--- src/rtl/asram_pkg.sv ---
package asram_pkg;

    typedef enum logic [1:0] {
        PH_IDLE   = 2'd0,
        PH_READ   = 2'd1,
        PH_WPULSE = 2'd2,
        PH_WHOLD  = 2'd3
    } phase_e;

    // ceiling conversion of a nanosecond limit into clock cycles
    function automatic int ns_to_cyc(input int t_ns, input int period_ns);
        if (t_ns <= 0) return 0;
        return (t_ns + period_ns - 1) / period_ns;
    endfunction

    function automatic int imax(input int a, input int b);
        return (a > b) ? a : b;
    endfunction

endpackage

--- src/rtl/asram_tat.sv ---
// Bus turnaround timer: counts down after the output enable is released.
module asram_tat #(
    parameter int HZ_CYC = 1
) (
    input  logic clk,
    input  logic rst_n,
    input  logic read_done,
    output logic drive_ok
);
    localparam int TW = (HZ_CYC > 0) ? $clog2(HZ_CYC + 1) : 1;

    logic [TW-1:0] tat_d, tat_q;

    always_comb begin
        tat_d = tat_q;
        if (read_done) begin
            tat_d = TW'(HZ_CYC);
        end else if (tat_q != '0) begin
            tat_d = tat_q - 1'b1;
        end
    end

    always_ff @(posedge clk or negedge rst_n) begin
        if (!rst_n) tat_q <= '0;
        else        tat_q <= tat_d;
    end

    // driving may start once HZ_CYC edges have passed since release
    assign drive_ok = (int'(tat_q) <= 1);

endmodule

--- src/rtl/asram_seq.sv ---
// Strobe sequencer for read and write-enable-controlled write cycles.
module asram_seq
    import asram_pkg::*;
#(
    parameter int ADDR_W   = 13,
    parameter int DATA_W   = 8,
    parameter int RD_WAIT  = 1,
    parameter int PW_MIN   = 1,
    parameter int SD_MIN   = 1,
    parameter int HOLD_CYC = 1,
    parameter int WC_MIN   = 1
) (
    input  logic              clk,
    input  logic              rst_n,
    input  logic              req_valid,
    input  logic              req_write,
    input  logic [ADDR_W-1:0] req_addr,
    input  logic [DATA_W-1:0] req_wdata,
    input  logic              drive_ok,
    input  logic [DATA_W-1:0] mem_din,
    output logic              req_ready,
    output logic              read_done,
    output logic              rsp_valid,
    output logic [DATA_W-1:0] rsp_rdata,
    output logic [ADDR_W-1:0] mem_addr,
    output logic              mem_ce1_n,
    output logic              mem_ce2,
    output logic              mem_oe_n,
    output logic              mem_we_n,
    output logic [DATA_W-1:0] mem_dout,
    output logic              mem_dout_en
);
    localparam int CNT_MAX = RD_WAIT + PW_MIN + SD_MIN + HOLD_CYC + WC_MIN;
    localparam int CW      = $clog2(CNT_MAX + 1);

    typedef struct packed {
        phase_e            ph;
        logic [CW-1:0]     cnt;    // phase cycle counter
        logic [CW-1:0]     sd;     // cycles data has been driven
        logic [CW-1:0]     tot;    // cycles since a write was taken
        logic [ADDR_W-1:0] addr;
        logic [DATA_W-1:0] wdata;
        logic [DATA_W-1:0] rdata;
        logic              rvalid;
        logic              ce;
        logic              oe;
        logic              we;
        logic              drv;
    } seq_t;

    seq_t d, q;

    function automatic logic [CW-1:0] sat_inc(input logic [CW-1:0] v);
        return (v == {CW{1'b1}}) ? v : v + 1'b1;
    endfunction

    always_comb begin
        d         = q;
        d.rvalid  = 1'b0;
        read_done = 1'b0;
        unique case (q.ph)
            PH_IDLE: begin
                if (req_valid) begin
                    d.addr = req_addr;
                    d.cnt  = '0;
                    d.sd   = '0;
                    d.tot  = '0;
                    d.ce   = 1'b1;
                    if (req_write) begin
                        d.ph    = PH_WPULSE;
                        d.we    = 1'b1;
                        d.oe    = 1'b0;
                        d.wdata = req_wdata;
                        d.drv   = drive_ok;
                    end else begin
                        d.ph = PH_READ;
                        d.oe = 1'b1;
                    end
                end
            end
            PH_READ: begin
                if (int'(q.cnt) + 1 >= RD_WAIT) begin
                    d.rdata   = mem_din;
                    d.rvalid  = 1'b1;
                    d.ce      = 1'b0;
                    d.oe      = 1'b0;
                    d.ph      = PH_IDLE;
                    read_done = 1'b1;
                end else begin
                    d.cnt = sat_inc(q.cnt);
                end
            end
            PH_WPULSE: begin
                d.tot = sat_inc(q.tot);
                if ((int'(q.cnt) + 1 >= PW_MIN) && q.drv &&
                    (int'(q.sd) + 1 >= SD_MIN)) begin
                    d.we  = 1'b0;
                    d.cnt = '0;
                    d.ph  = PH_WHOLD;
                end else begin
                    d.cnt = sat_inc(q.cnt);
                    d.sd  = q.drv ? sat_inc(q.sd) : '0;
                    d.drv = q.drv | drive_ok;
                end
            end
            PH_WHOLD: begin
                if ((int'(q.cnt) + 1 >= HOLD_CYC) && (int'(q.tot) + 1 >= WC_MIN)) begin
                    d.ce  = 1'b0;
                    d.drv = 1'b0;
                    d.ph  = PH_IDLE;
                end else begin
                    d.cnt = sat_inc(q.cnt);
                    d.tot = sat_inc(q.tot);
                end
            end
            default: d.ph = PH_IDLE;
        endcase
    end

    always_ff @(posedge clk or negedge rst_n) begin
        if (!rst_n) begin
            q <= '{ph: PH_IDLE, default: '0};
        end else begin
            q <= d;
        end
    end

    assign req_ready   = (q.ph == PH_IDLE);
    assign rsp_valid   = q.rvalid;
    assign rsp_rdata   = q.rdata;
    assign mem_addr    = q.addr;
    assign mem_ce1_n   = ~q.ce;
    assign mem_ce2     = q.ce;
    assign mem_oe_n    = ~q.oe;
    assign mem_we_n    = ~q.we;
    assign mem_dout    = q.wdata;
    assign mem_dout_en = q.drv;

endmodule

--- src/rtl/asram_ctrl.sv ---
// Top: converts nanosecond limits to cycle counts and wires the sequencer.
module asram_ctrl
    import asram_pkg::*;
#(
    parameter int ADDR_W        = 13,
    parameter int DATA_W        = 8,
    parameter int CLK_PERIOD_NS = 20,
    parameter int T_RC_NS       = 15,
    parameter int T_AA_NS       = 15,
    parameter int T_DOE_NS      = 8,
    parameter int T_WC_NS       = 15,
    parameter int T_PWE_NS      = 12,
    parameter int T_AW_NS       = 12,
    parameter int T_SD_NS       = 8,
    parameter int T_HD_NS       = 0,
    parameter int T_HZOE_NS     = 7
) (
    input  logic              clk,
    input  logic              rst_n,
    input  logic              req_valid,
    output logic              req_ready,
    input  logic              req_write,
    input  logic [ADDR_W-1:0] req_addr,
    input  logic [DATA_W-1:0] req_wdata,
    output logic              rsp_valid,
    output logic [DATA_W-1:0] rsp_rdata,
    output logic [ADDR_W-1:0] mem_addr,
    output logic              mem_ce1_n,
    output logic              mem_ce2,
    output logic              mem_oe_n,
    output logic              mem_we_n,
    output logic [DATA_W-1:0] mem_dout,
    output logic              mem_dout_en,
    input  logic [DATA_W-1:0] mem_din
);
    localparam int C_RC  = ns_to_cyc(T_RC_NS,   CLK_PERIOD_NS);
    localparam int C_AA  = ns_to_cyc(T_AA_NS,   CLK_PERIOD_NS);
    localparam int C_DOE = ns_to_cyc(T_DOE_NS,  CLK_PERIOD_NS);
    localparam int C_WC  = ns_to_cyc(T_WC_NS,   CLK_PERIOD_NS);
    localparam int C_PWE = ns_to_cyc(T_PWE_NS,  CLK_PERIOD_NS);
    localparam int C_AW  = ns_to_cyc(T_AW_NS,   CLK_PERIOD_NS);
    localparam int C_SD  = ns_to_cyc(T_SD_NS,   CLK_PERIOD_NS);
    localparam int C_HD  = ns_to_cyc(T_HD_NS,   CLK_PERIOD_NS);
    localparam int C_HZ  = ns_to_cyc(T_HZOE_NS, CLK_PERIOD_NS);

    localparam int RD_WAIT  = imax(imax(C_RC, C_AA), imax(C_DOE, 1));
    localparam int PW_MIN   = imax(imax(C_PWE, C_AW), 1);
    localparam int SD_MIN   = imax(C_SD, 1);
    localparam int HOLD_CYC = imax(C_HD, 1);

    logic read_done;
    logic drive_ok;

    asram_tat #(
        .HZ_CYC (C_HZ)
    ) u_tat (
        .clk       (clk),
        .rst_n     (rst_n),
        .read_done (read_done),
        .drive_ok  (drive_ok)
    );

    asram_seq #(
        .ADDR_W   (ADDR_W),
        .DATA_W   (DATA_W),
        .RD_WAIT  (RD_WAIT),
        .PW_MIN   (PW_MIN),
        .SD_MIN   (SD_MIN),
        .HOLD_CYC (HOLD_CYC),
        .WC_MIN   (C_WC)
    ) u_seq (
        .clk         (clk),
        .rst_n       (rst_n),
        .req_valid   (req_valid),
        .req_write   (req_write),
        .req_addr    (req_addr),
        .req_wdata   (req_wdata),
        .drive_ok    (drive_ok),
        .mem_din     (mem_din),
        .req_ready   (req_ready),
        .read_done   (read_done),
        .rsp_valid   (rsp_valid),
        .rsp_rdata   (rsp_rdata),
        .mem_addr    (mem_addr),
        .mem_ce1_n   (mem_ce1_n),
        .mem_ce2     (mem_ce2),
        .mem_oe_n    (mem_oe_n),
        .mem_we_n    (mem_we_n),
        .mem_dout    (mem_dout),
        .mem_dout_en (mem_dout_en)
    );

endmodule

--- config.mk ---
export PLATFORM = sky130hd
export DESIGN_NAME = asram_ctrl
export DESIGN_NICKNAME = d
export VERILOG_FILES = /design/src/rtl/asram_pkg.sv /design/src/rtl/asram_tat.sv /design/src/rtl/asram_seq.sv /design/src/rtl/asram_ctrl.sv
export SDC_FILE = /design/constraint.sdc
export NUM_CORES = 1
export LEC_CHECK = 0
export BUFFER_PORTS_ARGS = -buffer_cell sky130_fd_sc_hd__buf_2
export CELL_PAD_IN_SITES_DETAIL_PLACEMENT = 0
export CELL_PAD_IN_SITES_GLOBAL_PLACEMENT = 1
export CORE_ASPECT_RATIO = 0.7
export CORE_UTILIZATION = 25
export CTS_CLUSTER_SIZE = 8
export DETAILED_ROUTE_END_ITERATION = 10
export PLACE_DENSITY = 0.59
export SLEW_MARGIN = 20
export SYNTH_ARGS = -nofsm -noshare
export SYNTH_HDL_FRONTEND = slang
export SYNTH_SLANG_ARGS = --single-unit
--- constraint.sdc ---
create_clock -name clk -period 3 [get_ports clk]
set_input_delay 0.45 -clock clk [delete_from_list [all_inputs] [get_ports clk]]
set_output_delay 0.45 -clock clk [all_outputs]
set_load 0.01 [all_outputs]
### After elaboration in Yosys (flattened, before gate mapping)

Cells that the tools add are included.
Widths: inputs -> output; s select.

* register bits: 45
* output and inout port bits: 36
* logic and storage cells: 88

* bitwise operators: 3
* add/sub/neg operators: 6
* mux-type cells: 30
* order comparisons: 3
* equality and inequality tests: 15
* reductions and logical operators: 19

Operators by type and width (count)
* $ge 32x2->1 const B: 3
* $mux 32: 1
* $mux 3: 10
* $pmux 5 s4: 1
* $reduce_and 4->1: 4
* $add 3x1->4 const B: 3
* $reduce_and 3->1: 4
* $mux 2: 5
* $add 3x1->3 const B: 3
* $eq 3x3->1 const B: 3
* $pmux 3 s3: 1
* $mux 8: 1
* $ne 2x1->1 const B: 4
* $ne 2x2->1 const B: 4
* $pmux 1 s3: 2
* $pmux 3 s2: 1
* $reduce_bool 3->1: 2
* $mux 1: 5
* $reduce_and 5->1: 1
* $eq 2x2->1 const B: 2
* $mux 4: 1
* $pmux 1 s2: 2
* $reduce_and 2->1: 2
* $reduce_bool 2->1: 2
* 5 further kinds: 9

### Logic depth before layout (Yosys ltp)

Gate-level depths: netlist of the first run.

* word-level depth: 6
* depth in mapped cells: 8
* depth with buffers taken out: 8

### By module

From an unflattened synthesis of the first run, not the netlist that was laid out.

* cell total of the unflattened synthesis: 241
* area, all modules: 2396.0 um^2

By module, submodules not included
* asram_seq: area each 2384.8 um^2, cells each 239, seq. area each 1126.1 um^2, times used 1
* asram_tat: area each 11.3 um^2, cells each 2, seq. area each 0.0 um^2, times used 1

### Least setup slack after synthesis of the first run

No wires, ideal clock.

* path type: reg-to-reg
* start: register u_seq.q[40] in the netlist's numbering
* end: register u_seq.q[35] in the netlist's numbering
* buffers on the path: 0
* cell stages (with the launch flop): 9
* arrival: 1.992 ns
* setup slack: 0.884 ns
* library setup time: 0.125 ns
* required time: 2.875 ns
* cell sequence: dfrtp_1 -> ha_1 -> inv_1 -> ha_1 -> nor2_1 -> nand3_2 -> and3_1 -> nor3_4 -> mux2_2

* cells in the longest elaborated chain, start to end: 5

Ends and longest elaborated chain
* start: declaration: line asram_seq.sv:51 `seq_t d, q;`
* start signal: assignment: line asram_seq.sv:122 `q <= '{ph: PH_IDLE, default: '0};`
* start signal: assignment: line asram_seq.sv:124 `q <= d;`
* $add 3x1->4: line asram_seq.sv:107 `if ((int'(q.cnt) + 1 >= HOLD_CYC) && (int'(q.tot) + 1 >= WC_MIN)) begin`
* $ge 32x2->1: line asram_seq.sv:107
* $logic_and 1x1->1: line asram_seq.sv:107
* $ne 2x2->1 (no source line)
* $reduce_and 3->1 (no source line)

No other way between the ends.
A chain may end at the register's enable or synchronous reset.

### Worst setup path after layout of the first run

Same ends and word-level chain as after synthesis.

==> impl_results.html, run 1 <==
<table>
<tr><th>Metric</th><th>Value</th></tr>
<tr><th colspan="2">Floorplan</th></tr>
<tr><td>Vertical extent of the die</td><td>between 80 and 90 µm</td></tr>
<tr><td>Total Die Area</td><td>9680 µm²</td></tr>
<tr><td>X dimension of the die</td><td>roughly 120 µm</td></tr>
<tr><td>Initial Util</td><td>25.7%</td></tr>
<tr><td>Num rows</td><td>29</td></tr>
<tr><td>IO Pins</td><td>69</td></tr>
<tr><td>Total core area</td><td>9030 µm²</td></tr>
<tr><th colspan="2">Final layout</th></tr>
<tr><td>Diode count</td><td>0</td></tr>
<tr><td>Share of layout cells above drive strength 1</td><td>48.4%</td></tr>
<tr><td>Final layout net count</td><td>286</td></tr>
<tr><td>Most frequent standard cell in the layout excluding fill and tap cells</td><td>sky130_fd_sc_hd__buf_2</td></tr>
<tr><td>Highest-count cells in the layout ignoring fill and taps</td><td>sky130_fd_sc_hd__buf_2, sky130_fd_sc_hd__dfrtp_1, sky130_fd_sc_hd__mux2_2</td></tr>
<tr><td>Final cell utilization of the core</td><td>30.3%</td></tr>
<tr><td>Area growth, synth to finish</td><td>17.8%</td></tr>
<tr><th colspan="2">STA</th></tr>
<tr><td>Hold Fails Final Rpt</td><td>0</td></tr>
<tr><td>Highest achievable clock rate</td><td>approximately 430 MHz</td></tr>
<tr><td>Worst rel slew slack</td><td>approximately three fifths</td></tr>
<tr><td>Count of final setup violators</td><td>0</td></tr>
<tr><td>Setup clock skew after layout</td><td>just under 0.005 ns</td></tr>
<tr><td>Share of the clock period used by the worst path</td><td>between 70 and 80%</td></tr>
<tr><td>Final number of max-transition violations</td><td>0</td></tr>
<tr><td>Worst hold slack</td><td>0.157 ns</td></tr>
<tr><td>Summed negative setup slack over all endpoints</td><td>0 ns</td></tr>
<tr><td>Slew @ Worst Pin</td><td>0.594 ns</td></tr>
<tr><td>Setup repair after global routing missed its margin</td><td>false</td></tr>
<tr><td>Min Tclk post-route</td><td>2.34 ns</td></tr>
<tr><th colspan="2">Routing</th></tr>
<tr><td>Detailed-routing iteration count for the pre-antenna-repair pass</td><td>4</td></tr>
<tr><td>Vias per cell</td><td>roughly 4</td></tr>
<tr><td>Antenna-violating nets left</td><td>0</td></tr>
<tr><td>Number of remaining DRC errors</td><td>0</td></tr>
<tr><td>Total Routed Length</td><td>4410 µm</td></tr>
<tr><td>Number of vias in the routed layout</td><td>1517</td></tr>
<tr><td>Drt first-iter violations</td><td>72</td></tr>
<tr><td>Average wire per standard cell</td><td>about 12 µm</td></tr>
<tr><th colspan="2">Power and ir drop</th></tr>
<tr><td>Maximum vdd drop</td><td>0.397 mV</td></tr>
<tr><td>Power per Cell Area</td><td>1020 nW/µm²</td></tr>
<tr><td>Lkg Pwr</td><td>1.31 nW</td></tr>
<tr><td>Sum of internal, switching and leakage power</td><td>around 2.8 mW</td></tr>
<tr><th colspan="2">Place</th></tr>
<tr><td>Post-detail-place hpwl</td><td>3180 µm</td></tr>
<tr><td>Buffers added on ports</td><td>68</td></tr>
<tr><td>Final estimated routing congestion in global placement</td><td>0.702</td></tr>
<tr><th colspan="2">Worst setup path</th></tr>
<tr><td>Critical Path RT</td><td>3.17 ns</td></tr>
<tr><td>Critical path cell sequence</td><td>ha_1 &gt; inv_1 &gt; ha_1 &gt; nor2_1 &gt; nand3_2 &gt; and3_1 &gt; nor3_4 &gt; mux2_2</td></tr>
<tr><td>Slowest Stage Delay on Critical Path</td><td>approximately 0.43 ns</td></tr>
<tr><td>Data arrival at the endpoint of the critical path</td><td>2.52 ns</td></tr>
<tr><td>Crit-path max FO</td><td>10</td></tr>
<tr><td>Critical Path Sink Type</td><td>register</td></tr>
<tr><td>Worst setup path category</td><td>reg -&gt; reg</td></tr>
<tr><td>Crit-path most repeated cell</td><td>sky130_fd_sc_hd__ha_1</td></tr>
<tr><td>Startpoint type of the worst setup path</td><td>register</td></tr>
<tr><td>Origin of the worst setup path</td><td>u_seq.q[40]</td></tr>
<tr><td>Source of the worst register-to-register timing path</td><td>u_seq.q[40]</td></tr>
<tr><td>Number of buffer and inverter stages on the critical path</td><td>1</td></tr>
<tr><td>Worst-path cell with the longest stage delay</td><td>sky130_fd_sc_hd__dfrtp_1</td></tr>
<tr><td>Largest delay contributor family on the critical path</td><td>simple AND/OR/NAND/NOR gates</td></tr>
<tr><th colspan="2">GRT</th></tr>
<tr><td>Number of antenna violations at the first check in global routing</td><td>0</td></tr>
<tr><td>Vias in the first global route</td><td>1439</td></tr>
<tr><td>Global-route wire length before repair</td><td>6980 µm</td></tr>
<tr><td>Largest net degree at the start of global routing</td><td>46</td></tr>
<tr><td>All-Layer GR Usage</td><td>9.81%</td></tr>
<tr><td>GR Overflow Total</td><td>0</td></tr>
<tr><th colspan="2">Synthesis</th></tr>
<tr><td>Unique cell type count in the Yosys netlist</td><td>34</td></tr>
<tr><td>Compound-cell area share of the yosys netlist</td><td>between 7 and 8%</td></tr>
<tr><td>Combinational family with the most area after synthesis</td><td>multiplexers</td></tr>
<tr><td>Area fraction in and, or, nand and nor cells after synthesis</td><td>8.57%</td></tr>
<tr><td>Synthesized cell area</td><td>2320 µm²</td></tr>
<tr><td>Syn Area/Cell</td><td>11.6 µm²</td></tr>
<tr><td>Xor-xnor portion of the synthesized cell area</td><td>0%</td></tr>
<tr><td>Share of synthesized cell area in full adder, half adder and majority cells</td><td>5.39%</td></tr>
<tr><td>Register bit total from synthesis</td><td>45</td></tr>
<tr><td>Part of the Yosys area used for sequential elements</td><td>between 40% and 50%</td></tr>
<tr><td>Synth Net Count</td><td>243</td></tr>
<tr><td>Synthesis Warnings</td><td>0</td></tr>
<tr><td>Cell count after synthesis</td><td>200</td></tr>
<tr><td>Share of synthesized area spent on multiplexers</td><td>roughly 16%</td></tr>
<tr><th colspan="2">Job</th></tr>
<tr><td>MaxCap Viol Count</td><td>0</td></tr>
<tr><th colspan="2">Status</th></tr>
<tr><td>Outcome</td><td>completed</td></tr>
<tr><th colspan="2">CTS</th></tr>
<tr><td>TritonCTS clock tree</td><td>built</td></tr>
<tr><td>Clock-pin slew on the worst setup and hold paths</td><td>around 0.060 ns</td></tr>
<tr><td>Insertion delay to the later sink of the worst-skew pair</td><td>0.29 ns</td></tr>
<tr><td>Number of hold-repair buffers added at the cts stage</td><td>0</td></tr>
<tr><td>Setup repair bufs after CTS</td><td>0</td></tr>
<tr><td>Clock sinks</td><td>45</td></tr>
<tr><td>Resize count post-CTS</td><td>0</td></tr>
<tr><td>Clock tree buffer depth</td><td>2</td></tr>
<tr><td>TritonCTS Buffers</td><td>5</td></tr>
<tr><td>Count of H-tree levels built during CTS</td><td>2</td></tr>
<tr><td>Root buffer cell</td><td>sky130_fd_sc_hd__clkbuf_16</td></tr>
<tr><th colspan="2">Min path</th></tr>
<tr><td>Hold crit path type</td><td>in -&gt; async</td></tr>
</table>
-- worst paths after layout --
kind / endpoint / depth (start not counted) / slack [ns]
setup / recovery: u_seq.q[35] / 8 / 0.66
max in group asynchronous: u_seq.rsp_rdata[2] / 1 / 2.42
hold / removal: u_seq.mem_addr[7] / 1 / 0.16
hold reg to reg: u_seq.mem_addr[0] / 1 / 0.50
min in group clk: u_seq.mem_addr[5] / 2 / 0.39
setup reg to reg: u_seq.q[35] / 8 / 0.66
-- flip-flops by register name, indices dropped and copies added, names as in the netlist --
signal,count
u_seq.mem_dout,8
u_seq.mem_addr,13
u_seq.mem_dout_en,1
u_seq.rsp_valid,1
u_seq.q,13
u_seq.mem_ce2,1
u_seq.rsp_rdata,8
-- worst register-to-register path: cells and delay by family, from the launching register on --
kind | cells | cell delay, ns
adder cells (fa/ha/maj) | 2 | 0.52
buffers and inverters | 1 | 0.06
flip-flops | 1 | 0.43
multiplexers | 1 | 0.36
AND/OR/NAND/NOR | 4 | 0.85
-- Yosys cell counts --
library cell / number / area [µm²]
sky130_fd_sc_hd__nand3_1: 8 / 40.0
sky130_fd_sc_hd__mux2_2: 32 / 360
sky130_fd_sc_hd__and2_1: 1 / 6.26
sky130_fd_sc_hd__ha_1: 10 / 125
sky130_fd_sc_hd__buf_2: 1 / 5.00
sky130_fd_sc_hd__and2_2: 1 / 7.51
sky130_fd_sc_hd__o22ai_1: 1 / 6.26
sky130_fd_sc_hd__a31oi_1: 2 / 12.5
sky130_fd_sc_hd__a22o_1: 2 / 17.5
sky130_fd_sc_hd__inv_1: 14 / 52.6
sky130_fd_sc_hd__dfrtp_1: 45 / 1130
sky130_fd_sc_hd__a32oi_1: 1 / 8.76
sky130_fd_sc_hd__nor2_1: 7 / 26.3
sky130_fd_sc_hd__buf_4: 31 / 233
sky130_fd_sc_hd__mux2i_1: 2 / 20.0
sky130_fd_sc_hd__o211ai_1: 2 / 15.0
sky130_fd_sc_hd__inv_2: 2 / 7.51
sky130_fd_sc_hd__o21ai_0: 7 / 35.0
sky130_fd_sc_hd__nand2_1: 11 / 41.3
sky130_fd_sc_hd__buf_6: 1 / 11.3
sky130_fd_sc_hd__a21oi_1: 5 / 25.0
sky130_fd_sc_hd__a21bo_2: 1 / 10.0
sky130_fd_sc_hd__a221oi_1: 1 / 8.76
sky130_fd_sc_hd__and3_1: 1 / 6.26
sky130_fd_sc_hd__o21bai_1: 1 / 7.51
sky130_fd_sc_hd__o2bb2ai_1: 1 / 8.76
sky130_fd_sc_hd__a32o_1: 1 / 10.0
sky130_fd_sc_hd__nor2b_1: 1 / 6.26
sky130_fd_sc_hd__o221ai_1: 1 / 8.76
sky130_fd_sc_hd__nor2_4: 1 / 11.3
sky130_fd_sc_hd__a311oi_1: 1 / 8.76
sky130_fd_sc_hd__nand3_2: 1 / 10.0
sky130_fd_sc_hd__nor3_4: 2 / 32.5
sky130_fd_sc_hd__and3_4: 1 / 11.3
-- final cells by class --
cell class,count,area (µm²)
clock buffers,7,153
clock inverters,1,5.00
fillers,924,6300
inverters,16,60.1
multi-input cells,106,887
flip-flops and latches,45,1130
well taps,124,155
repair buffers,69,350
-- power breakdown --
group / leakage, nW / internal, mW / switching (mW)
Clock: 0.0799 / 0.353 / 0.227
Sequential: 0.547 / 0.887 / 0.186
Combinational: 0.687 / 0.560 / 0.578
Total: 1.31 / 1.80 / 0.991
-- cells by family (layout without fill, tap and decap cells) --
group           Yosys count  after routing
fa+ha+maj                10             10
mux                      34             34
compound gates           27             27
simple gates             35             35
buf+inv                  49             93
flops                    45             45
-- metrics by stage --
step,std cells,area [µm²],setup slack [ns]
finish,368,2740,0.660
global route,368,2740,0.482
CTS,368,2730,0.660
detailed placement,360,2580,0.667
global placement,360,2580,0.748
floorplan,200,2320,0.884
-- metal layers --
layer  routed length, µm  global-route usage [%]
met5                   0                       0
met4                  36                    3.42
met3                 290                    3.87
met2                1840                    14.6
met1                2240                    12.8
(Power assumes the default switching activity.)
==> run 2, diff against run 1 <==
PLACE_DENSITY = 0.61   (was 0.59)
clock period = 2.04 ns   (was 3 ns; I/O delays follow)
==> run 2 against run 1 <==
  * The run now ends with hold timing left
  * Die area is the same
  * Fmax rose by 20%
  * Clock-buffer cell count decreased by 2
  * Clock skew about the same
  * Flip-flop and latch count did not move
  * Design area is 4.8% higher
  * Register-to-register slack worse by 0.57 ns
  * Via count grew 4.0%
  * Core utilization increased by 1.4 points
  * Worst hold slack got worse by 0.16 ns
  * Critical path depth fell by 1
  * Critical path type unchanged
  * Critical endpoint is now u_seq.q[41]
  * Largest cell class unchanged
==> impl_results.html, run 2 (synthesis results as in run 1) <==
<table>
<tr><th>Metric</th><th>Value</th></tr>
<tr><th colspan="2">CTS</th></tr>
<tr><td>Root buffer cell</td><td>sky130_fd_sc_hd__clkbuf_16</td></tr>
<tr><td>Clock sinks</td><td>45</td></tr>
<tr><td>Clock tree buffer depth</td><td>2</td></tr>
<tr><td>Clock-pin slew on the worst setup and hold paths</td><td>0.06 ns</td></tr>
<tr><td>Setup repair bufs after CTS</td><td>0</td></tr>
<tr><td>Insertion delay to the later sink of the worst-skew pair</td><td>~0.28 ns</td></tr>
<tr><td>TritonCTS Buffers</td><td>5</td></tr>
<tr><td>TritonCTS clock tree</td><td>built</td></tr>
<tr><td>Count of H-tree levels built during CTS</td><td>2</td></tr>
<tr><th colspan="2">GRT</th></tr>
<tr><td>Largest net degree at the start of global routing</td><td>25</td></tr>
<tr><td>Vias in the first global route</td><td>between 1000 and 1500</td></tr>
<tr><td>All-Layer GR Usage</td><td>9.93%</td></tr>
<tr><td>Global-route wire length before repair</td><td>7090 µm</td></tr>
<tr><td>Number of antenna violations at the first check in global routing</td><td>0</td></tr>
<tr><td>GR Overflow Total</td><td>0</td></tr>
<tr><th colspan="2">Floorplan</th></tr>
<tr><td>Initial Util</td><td>25.7%</td></tr>
<tr><td>X dimension of the die</td><td>117 µm</td></tr>
<tr><td>Total core area</td><td>approximately 9000 µm²</td></tr>
<tr><td>IO Pins</td><td>69</td></tr>
<tr><td>Num rows</td><td>29</td></tr>
<tr><td>Vertical extent of the die</td><td>82.6 µm</td></tr>
<tr><td>Total Die Area</td><td>a little under 10000 µm²</td></tr>
<tr><th colspan="2">Final layout</th></tr>
<tr><td>Share of layout cells above drive strength 1</td><td>54.1%</td></tr>
<tr><td>Final layout net count</td><td>299</td></tr>
<tr><td>Highest-count cells in the layout ignoring fill and taps</td><td>sky130_fd_sc_hd__buf_2, sky130_fd_sc_hd__dfrtp_1, sky130_fd_sc_hd__mux2_2</td></tr>
<tr><td>Footprint of the flip-flops and latches</td><td>1130 µm²</td></tr>
<tr><td>Count of fill cells added during filler insertion</td><td>approximately 920</td></tr>
<tr><td>Final cell utilization of the core</td><td>31.7%</td></tr>
<tr><td>Area growth, synth to finish</td><td>23.4%</td></tr>
<tr><td>Finished Cell Area</td><td>roughly 2900 µm²</td></tr>
<tr><td>Multi-input gate area in the final layout</td><td>937 µm²</td></tr>
<tr><td>Diode count</td><td>0</td></tr>
<tr><td>Most frequent standard cell in the layout excluding fill and tap cells</td><td>sky130_fd_sc_hd__buf_2</td></tr>
<tr><th colspan="2">Power and ir drop</th></tr>
<tr><td>Sum of internal, switching and leakage power</td><td>4.22 mW</td></tr>
<tr><td>Lkg Pwr</td><td>around 1.4 nW</td></tr>
<tr><td>Maximum vdd drop</td><td>0.404 mV</td></tr>
<tr><td>Power per Cell Area</td><td>1470 nW/µm²</td></tr>
<tr><th colspan="2">Routing</th></tr>
<tr><td>Number of vias in the routed layout</td><td>1578</td></tr>
<tr><td>Detailed-routing iteration count for the pre-antenna-repair pass</td><td>4</td></tr>
<tr><td>Average wire per standard cell</td><td>12.3 µm</td></tr>
<tr><td>Total Routed Length</td><td>4660 µm</td></tr>
<tr><td>Antenna-violating nets left</td><td>0</td></tr>
<tr><td>Drt first-iter violations</td><td>52</td></tr>
<tr><td>Number of remaining DRC errors</td><td>0</td></tr>
<tr><td>Vias per cell</td><td>~4.2</td></tr>
<tr><th colspan="2">STA</th></tr>
<tr><td>Min Tclk post-route</td><td>1.96 ns</td></tr>
<tr><td>Summed negative setup slack over all endpoints</td><td>0 ns</td></tr>
<tr><td>Count of final setup violators</td><td>0</td></tr>
<tr><td>Highest achievable clock rate</td><td>511 MHz</td></tr>
<tr><td>Worst rel slew slack</td><td>about 62%</td></tr>
<tr><td>Hold Fails Final Rpt</td><td>14</td></tr>
<tr><td>Share of the clock period used by the worst path</td><td>95.8%</td></tr>
<tr><td>Setup clock skew after layout</td><td>between 0.005 and 0.006 ns</td></tr>
<tr><td>Worst hold slack</td><td>-0.00785 ns</td></tr>
<tr><td>Slew @ Worst Pin</td><td>0.561 ns</td></tr>
<tr><td>Final setup margin</td><td>roughly 0.085 ns</td></tr>
<tr><td>Final number of max-transition violations</td><td>0</td></tr>
<tr><th colspan="2">Job</th></tr>
<tr><td>MaxCap Viol Count</td><td>0</td></tr>
<tr><th colspan="2">Worst setup path</th></tr>
<tr><td>Critical Path Sink Type</td><td>register</td></tr>
<tr><td>Worst setup path category</td><td>reg -&gt; reg</td></tr>
<tr><td>Register-to-register setup slack</td><td>about 0.085 ns</td></tr>
<tr><td>Reg2reg path depth</td><td>7</td></tr>
<tr><td>Critical Path RT</td><td>2.21 ns</td></tr>
<tr><td>Data arrival at the endpoint of the critical path</td><td>2.13 ns</td></tr>
<tr><td>Source of the worst register-to-register timing path</td><td>u_seq.q[37]</td></tr>
<tr><td>End of the worst register-to-register path</td><td>u_seq.q[41]</td></tr>
<tr><td>Origin of the worst setup path</td><td>u_seq.q[37]</td></tr>
<tr><td>Startpoint type of the worst setup path</td><td>register</td></tr>
<tr><td>Crit-path max FO</td><td>3</td></tr>
<tr><th colspan="2">Place</th></tr>
<tr><td>Buffers added on ports</td><td>68</td></tr>
<tr><td>Pre-CTS setup slack</td><td>0.0679 ns</td></tr>
<tr><td>Dpl cell area</td><td>roughly 2700 µm²</td></tr>
<tr><td>Post-detail-place hpwl</td><td>3480 µm</td></tr>
<tr><td>Final estimated routing congestion in global placement</td><td>about 0.72</td></tr>
<tr><th colspan="2">Min path</th></tr>
<tr><td>Hold crit path type</td><td>in -&gt; async</td></tr>
<tr><th colspan="2">Status</th></tr>
<tr><td>Violated checks</td><td>hold timing</td></tr>
<tr><td>Outcome</td><td>finished, violations left</td></tr>
</table>
==> run 2: power by group <==
group	leakage, nW	internal [mW]	switching (mW)
clock network	0.0655	0.437	0.308
logic	0.758	0.966	0.940
registers	0.547	1.31	0.259
total	1.37	2.71	1.51
==> run 2: critical path, stage by stage (launching register included) <==
cell                       delay [ns]
sky130_fd_sc_hd__dfrtp_1         0.39
sky130_fd_sc_hd__ha_1            0.25
sky130_fd_sc_hd__ha_1            0.33
sky130_fd_sc_hd__nor2_2          0.05
sky130_fd_sc_hd__a311oi_1        0.34
sky130_fd_sc_hd__o21ai_1         0.14
sky130_fd_sc_hd__o211ai_1        0.10
sky130_fd_sc_hd__a21bo_2         0.24
==> run 2: worst max-delay path by stage <==
stage          cells past startpoint  slack [ns]           to
2_1_floorplan                      8      -0.006  u_seq.q[35]
3_3_place_gp                       8         0.1  u_seq.q[35]
3_5_place_dp                       7        0.07  u_seq.q[35]
4_1_cts                            7        0.06  u_seq.q[35]
5_1_grt                            7       -0.01  u_seq.q[37]
6_report                           7        0.08  u_seq.q[41]
==> run 2: cell type report <==
| class | count | area share (%) |
|---|---|---|
| clock inverters | 1 | 0.175 |
| well taps | 124 | 5.41 |
| multi-input cells | 106 | 32.7 |
| inverters | 16 | 2.10 |
| flip-flops and latches | 45 | 39.3 |
| repair buffers | 82 | 16.0 |
| clock buffers | 5 | 4.36 |
==> run 2: per-layer routing <==
metal | global-route usage (%) | up-vias | routed length [µm]
li1 | - | 770 | -
met4 | 3.80 | 0 | 58
met5 | 0 | - | 0
met2 | 14.5 | 48 | 1970
met1 | 13.7 | 755 | 2270
met3 | 3.07 | 5 | 353
==> run 2: timing repair <==
| item | CTS | global route |
|---|---|---|
| gates resized for setup | 0 | 10 |
| hold buffers | 0 | 0 |
| endpoints found under the setup margin | 0 | 9 |
==> run 2: per-stage QoR <==
step / cells / hold slack (ns)
2_1_floorplan: 200 / 0.0104
3_3_place_gp: 373 / 0.313
3_5_place_dp: 373 / 0.311
4_1_cts: 379 / 0.0113
5_1_grt: 379 / 0.0331
6_report: 379 / -0.00785
==> run 3, diff against run 2 <==
PLACE_DENSITY = 0.59   (was 0.61)
clock period = 2.2 ns   (was 2.04 ns; I/O delays follow)
==> run 3 against run 2 <==
  * The run now ends clean
  * Flip-flop and latch count unchanged
  * Non-clock buffer count down 2
  * Clock skew down 0.0032 ns
  * Sequential power down 6%
  * Register-to-register slack better by 0.03 ns
  * Wire length down 6.7%
  * Largest cell class unchanged
==> impl_results.html, run 3 (synthesis results as in run 1) <==
<table>
<tr><th>Metric</th><th>Value</th></tr>
<tr><th colspan="2">Status</th></tr>
<tr><td>Outcome</td><td>completed</td></tr>
<tr><th colspan="2">Worst setup path</th></tr>
<tr><td>Critical Path RT</td><td>~2.4 ns</td></tr>
<tr><td>Worst setup path category</td><td>reg -&gt; reg</td></tr>
<tr><td>Crit-path max FO</td><td>6</td></tr>
<tr><td>Startpoint type of the worst setup path</td><td>register</td></tr>
<tr><td>Critical Path Sink Type</td><td>register</td></tr>
<tr><td>Data arrival at the endpoint of the critical path</td><td>approximately 2.3 ns</td></tr>
<tr><th colspan="2">Final layout</th></tr>
<tr><td>Final cell utilization of the core</td><td>between 30% and 40%</td></tr>
<tr><td>Area growth, synth to finish</td><td>20.9%</td></tr>
<tr><td>Finished Cell Area</td><td>2810 µm²</td></tr>
<tr><td>Diode count</td><td>0</td></tr>
<tr><td>Count of fill cells added during filler insertion</td><td>950</td></tr>
<tr><td>Share of layout cells above drive strength 1</td><td>50.0%</td></tr>
<tr><td>Most frequent standard cell in the layout excluding fill and tap cells</td><td>sky130_fd_sc_hd__buf_2</td></tr>
<tr><td>Final layout net count</td><td>297</td></tr>
<tr><td>Multi-input gate area in the final layout</td><td>~890 µm²</td></tr>
<tr><td>Highest-count cells in the layout ignoring fill and taps</td><td>sky130_fd_sc_hd__buf_2, sky130_fd_sc_hd__dfrtp_1, sky130_fd_sc_hd__mux2_2</td></tr>
<tr><td>Footprint of the flip-flops and latches</td><td>1130 µm²</td></tr>
<tr><th colspan="2">STA</th></tr>
<tr><td>Final number of max-transition violations</td><td>0</td></tr>
<tr><td>Share of the clock period used by the worst path</td><td>95.0%</td></tr>
<tr><td>Worst rel slew slack</td><td>roughly two thirds</td></tr>
<tr><td>Setup repair after global routing missed its margin</td><td>false</td></tr>
<tr><td>Final setup margin</td><td>0.111 ns</td></tr>
<tr><td>Highest achievable clock rate</td><td>479 MHz</td></tr>
<tr><td>Summed negative setup slack over all endpoints</td><td>0 ns</td></tr>
<tr><td>Min Tclk post-route</td><td>roughly 2.1 ns</td></tr>
<tr><td>Setup clock skew after layout</td><td>0.00210 ns</td></tr>
<tr><td>Slew @ Worst Pin</td><td>a little under 0.5 ns</td></tr>
<tr><td>Hold Fails Final Rpt</td><td>0</td></tr>
<tr><td>Count of final setup violators</td><td>0</td></tr>
<tr><th colspan="2">Floorplan</th></tr>
<tr><td>IO Pins</td><td>69</td></tr>
<tr><td>Num rows</td><td>29</td></tr>
<tr><td>X dimension of the die</td><td>~120 µm</td></tr>
<tr><td>Total Die Area</td><td>approximately 9700 µm²</td></tr>
<tr><td>Initial Util</td><td>25.7%</td></tr>
<tr><td>Total core area</td><td>9030 µm²</td></tr>
<tr><td>Vertical extent of the die</td><td>82.6 µm</td></tr>
<tr><th colspan="2">Routing</th></tr>
<tr><td>Total Routed Length</td><td>4350 µm</td></tr>
<tr><td>Drt first-iter violations</td><td>77</td></tr>
<tr><td>Number of vias in the routed layout</td><td>about 1500</td></tr>
<tr><td>Number of remaining DRC errors</td><td>0</td></tr>
<tr><td>Antenna-violating nets left</td><td>0</td></tr>
<tr><td>Average wire per standard cell</td><td>about 11 µm</td></tr>
<tr><td>Detailed-routing iteration count for the pre-antenna-repair pass</td><td>4</td></tr>
<tr><td>Vias per cell</td><td>4.05</td></tr>
<tr><th colspan="2">Min path</th></tr>
<tr><td>Hold crit path type</td><td>in -&gt; reg</td></tr>
<tr><th colspan="2">CTS</th></tr>
<tr><td>Clock-pin slew on the worst setup and hold paths</td><td>around 0.06 ns</td></tr>
<tr><td>Clock tree buffer depth</td><td>2</td></tr>
<tr><td>TritonCTS Buffers</td><td>5</td></tr>
<tr><td>Insertion delay to the later sink of the worst-skew pair</td><td>0.28 ns</td></tr>
<tr><td>Clock sinks</td><td>45</td></tr>
<tr><td>TritonCTS clock tree</td><td>built</td></tr>
<tr><td>Root buffer cell</td><td>sky130_fd_sc_hd__clkbuf_16</td></tr>
<tr><td>Count of H-tree levels built during CTS</td><td>2</td></tr>
<tr><th colspan="2">GRT</th></tr>
<tr><td>Global-route wire length before repair</td><td>between 6000 and 7000 µm</td></tr>
<tr><td>Number of antenna violations at the first check in global routing</td><td>0</td></tr>
<tr><td>Vias in the first global route</td><td>1323</td></tr>
<tr><td>GR Overflow Total</td><td>0</td></tr>
<tr><td>All-Layer GR Usage</td><td>9.18%</td></tr>
<tr><td>Largest net degree at the start of global routing</td><td>17</td></tr>
<tr><th colspan="2">Power and ir drop</th></tr>
<tr><td>Sum of internal, switching and leakage power</td><td>3.81 mW</td></tr>
<tr><td>Lkg Pwr</td><td>1.35 nW</td></tr>
<tr><td>Power per Cell Area</td><td>1360 nW/µm²</td></tr>
<tr><td>Maximum vdd drop</td><td>approximately 0.45 mV</td></tr>
<tr><th colspan="2">Place</th></tr>
<tr><td>Post-detail-place hpwl</td><td>between 3000 and 4000 µm</td></tr>
<tr><td>Final estimated routing congestion in global placement</td><td>roughly 0.74</td></tr>
<tr><td>Pre-CTS setup slack</td><td>between 0.06 and 0.07 ns</td></tr>
<tr><td>Dpl cell area</td><td>2640 µm²</td></tr>
<tr><td>Buffers added on ports</td><td>68</td></tr>
<tr><th colspan="2">Job</th></tr>
<tr><td>MaxCap Viol Count</td><td>0</td></tr>
</table>
run 3: final timing paths:
path	from	to	slack (ns)	depth (start not counted)
worst max register to register	u_seq.q[40]	u_seq.q[37]	0.11	8
worst min register to register	u_seq.mem_addr[8]	u_seq.mem_addr[8]	0.50	1
min in group asynchronous	rst_n	u_seq.q[38]	0.51	2
worst min-delay path	mem_din[0]	u_seq.rsp_rdata[0]	0.27	2
max in group asynchronous	rst_n	u_seq.mem_dout[4]	1.14	3
worst max-delay path	u_seq.q[40]	u_seq.q[37]	0.11	8
run 3: per-stage QoR:
step / hold slack [ns] / std cells
final: 0.274 / 378
after global routing: 0.272 / 378
after CTS: 0.263 / 376
after detailed placement: 0.287 / 368
after global placement: 0.286 / 368
after floorplan: 0.0344 / 200
run 3: layout make-up:
cell class | count | area share [%]
Timing Repair Buffer | 80 | 15.4
Clock inverter | 1 | 0.267
Clock buffer | 6 | 4.95
Sequential cell | 45 | 40.1
Multi-Input combinational cell | 106 | 31.6
Tap cell | 124 | 5.53
Inverter | 16 | 2.14
run 3: power breakdown:
group / internal, mW / switching [mW] / total [mW]
Clock: 0.445 / 0.297 / 0.742
Sequential: 1.21 / 0.250 / 1.46
Combinational: 0.810 / 0.798 / 1.61
Total: 2.47 / 1.34 / 3.81
run 3: what timing repair did:
item                                    CTS  global route
endpoints found under the setup margin    0             5
endpoints found under the hold margin    14             0
resized for setup                         0             1
hold buffers                              1             0
setup buffers                             0             2
run 3: layer usage:
metal / track usage, % / vias up / wire length, µm
li1: - / 767 / -
met1: 12.9 / 712 / 2310
met2: 13.0 / 50 / 1720
met3: 3.58 / 2 / 302
met4: 2.28 / 0 / 22
met5: 0 / - / 0
run 3: worst max-delay path, stage by stage (launching register included):
cell	delay, ns
sky130_fd_sc_hd__dfrtp_1	0.43
sky130_fd_sc_hd__ha_1	0.23
sky130_fd_sc_hd__inv_1	0.05
sky130_fd_sc_hd__ha_1	0.21
sky130_fd_sc_hd__nor2_1	0.17
sky130_fd_sc_hd__nand3_2	0.11
sky130_fd_sc_hd__buf_4	0.15
sky130_fd_sc_hd__a221oi_1	0.43
sky130_fd_sc_hd__mux2_2	0.24
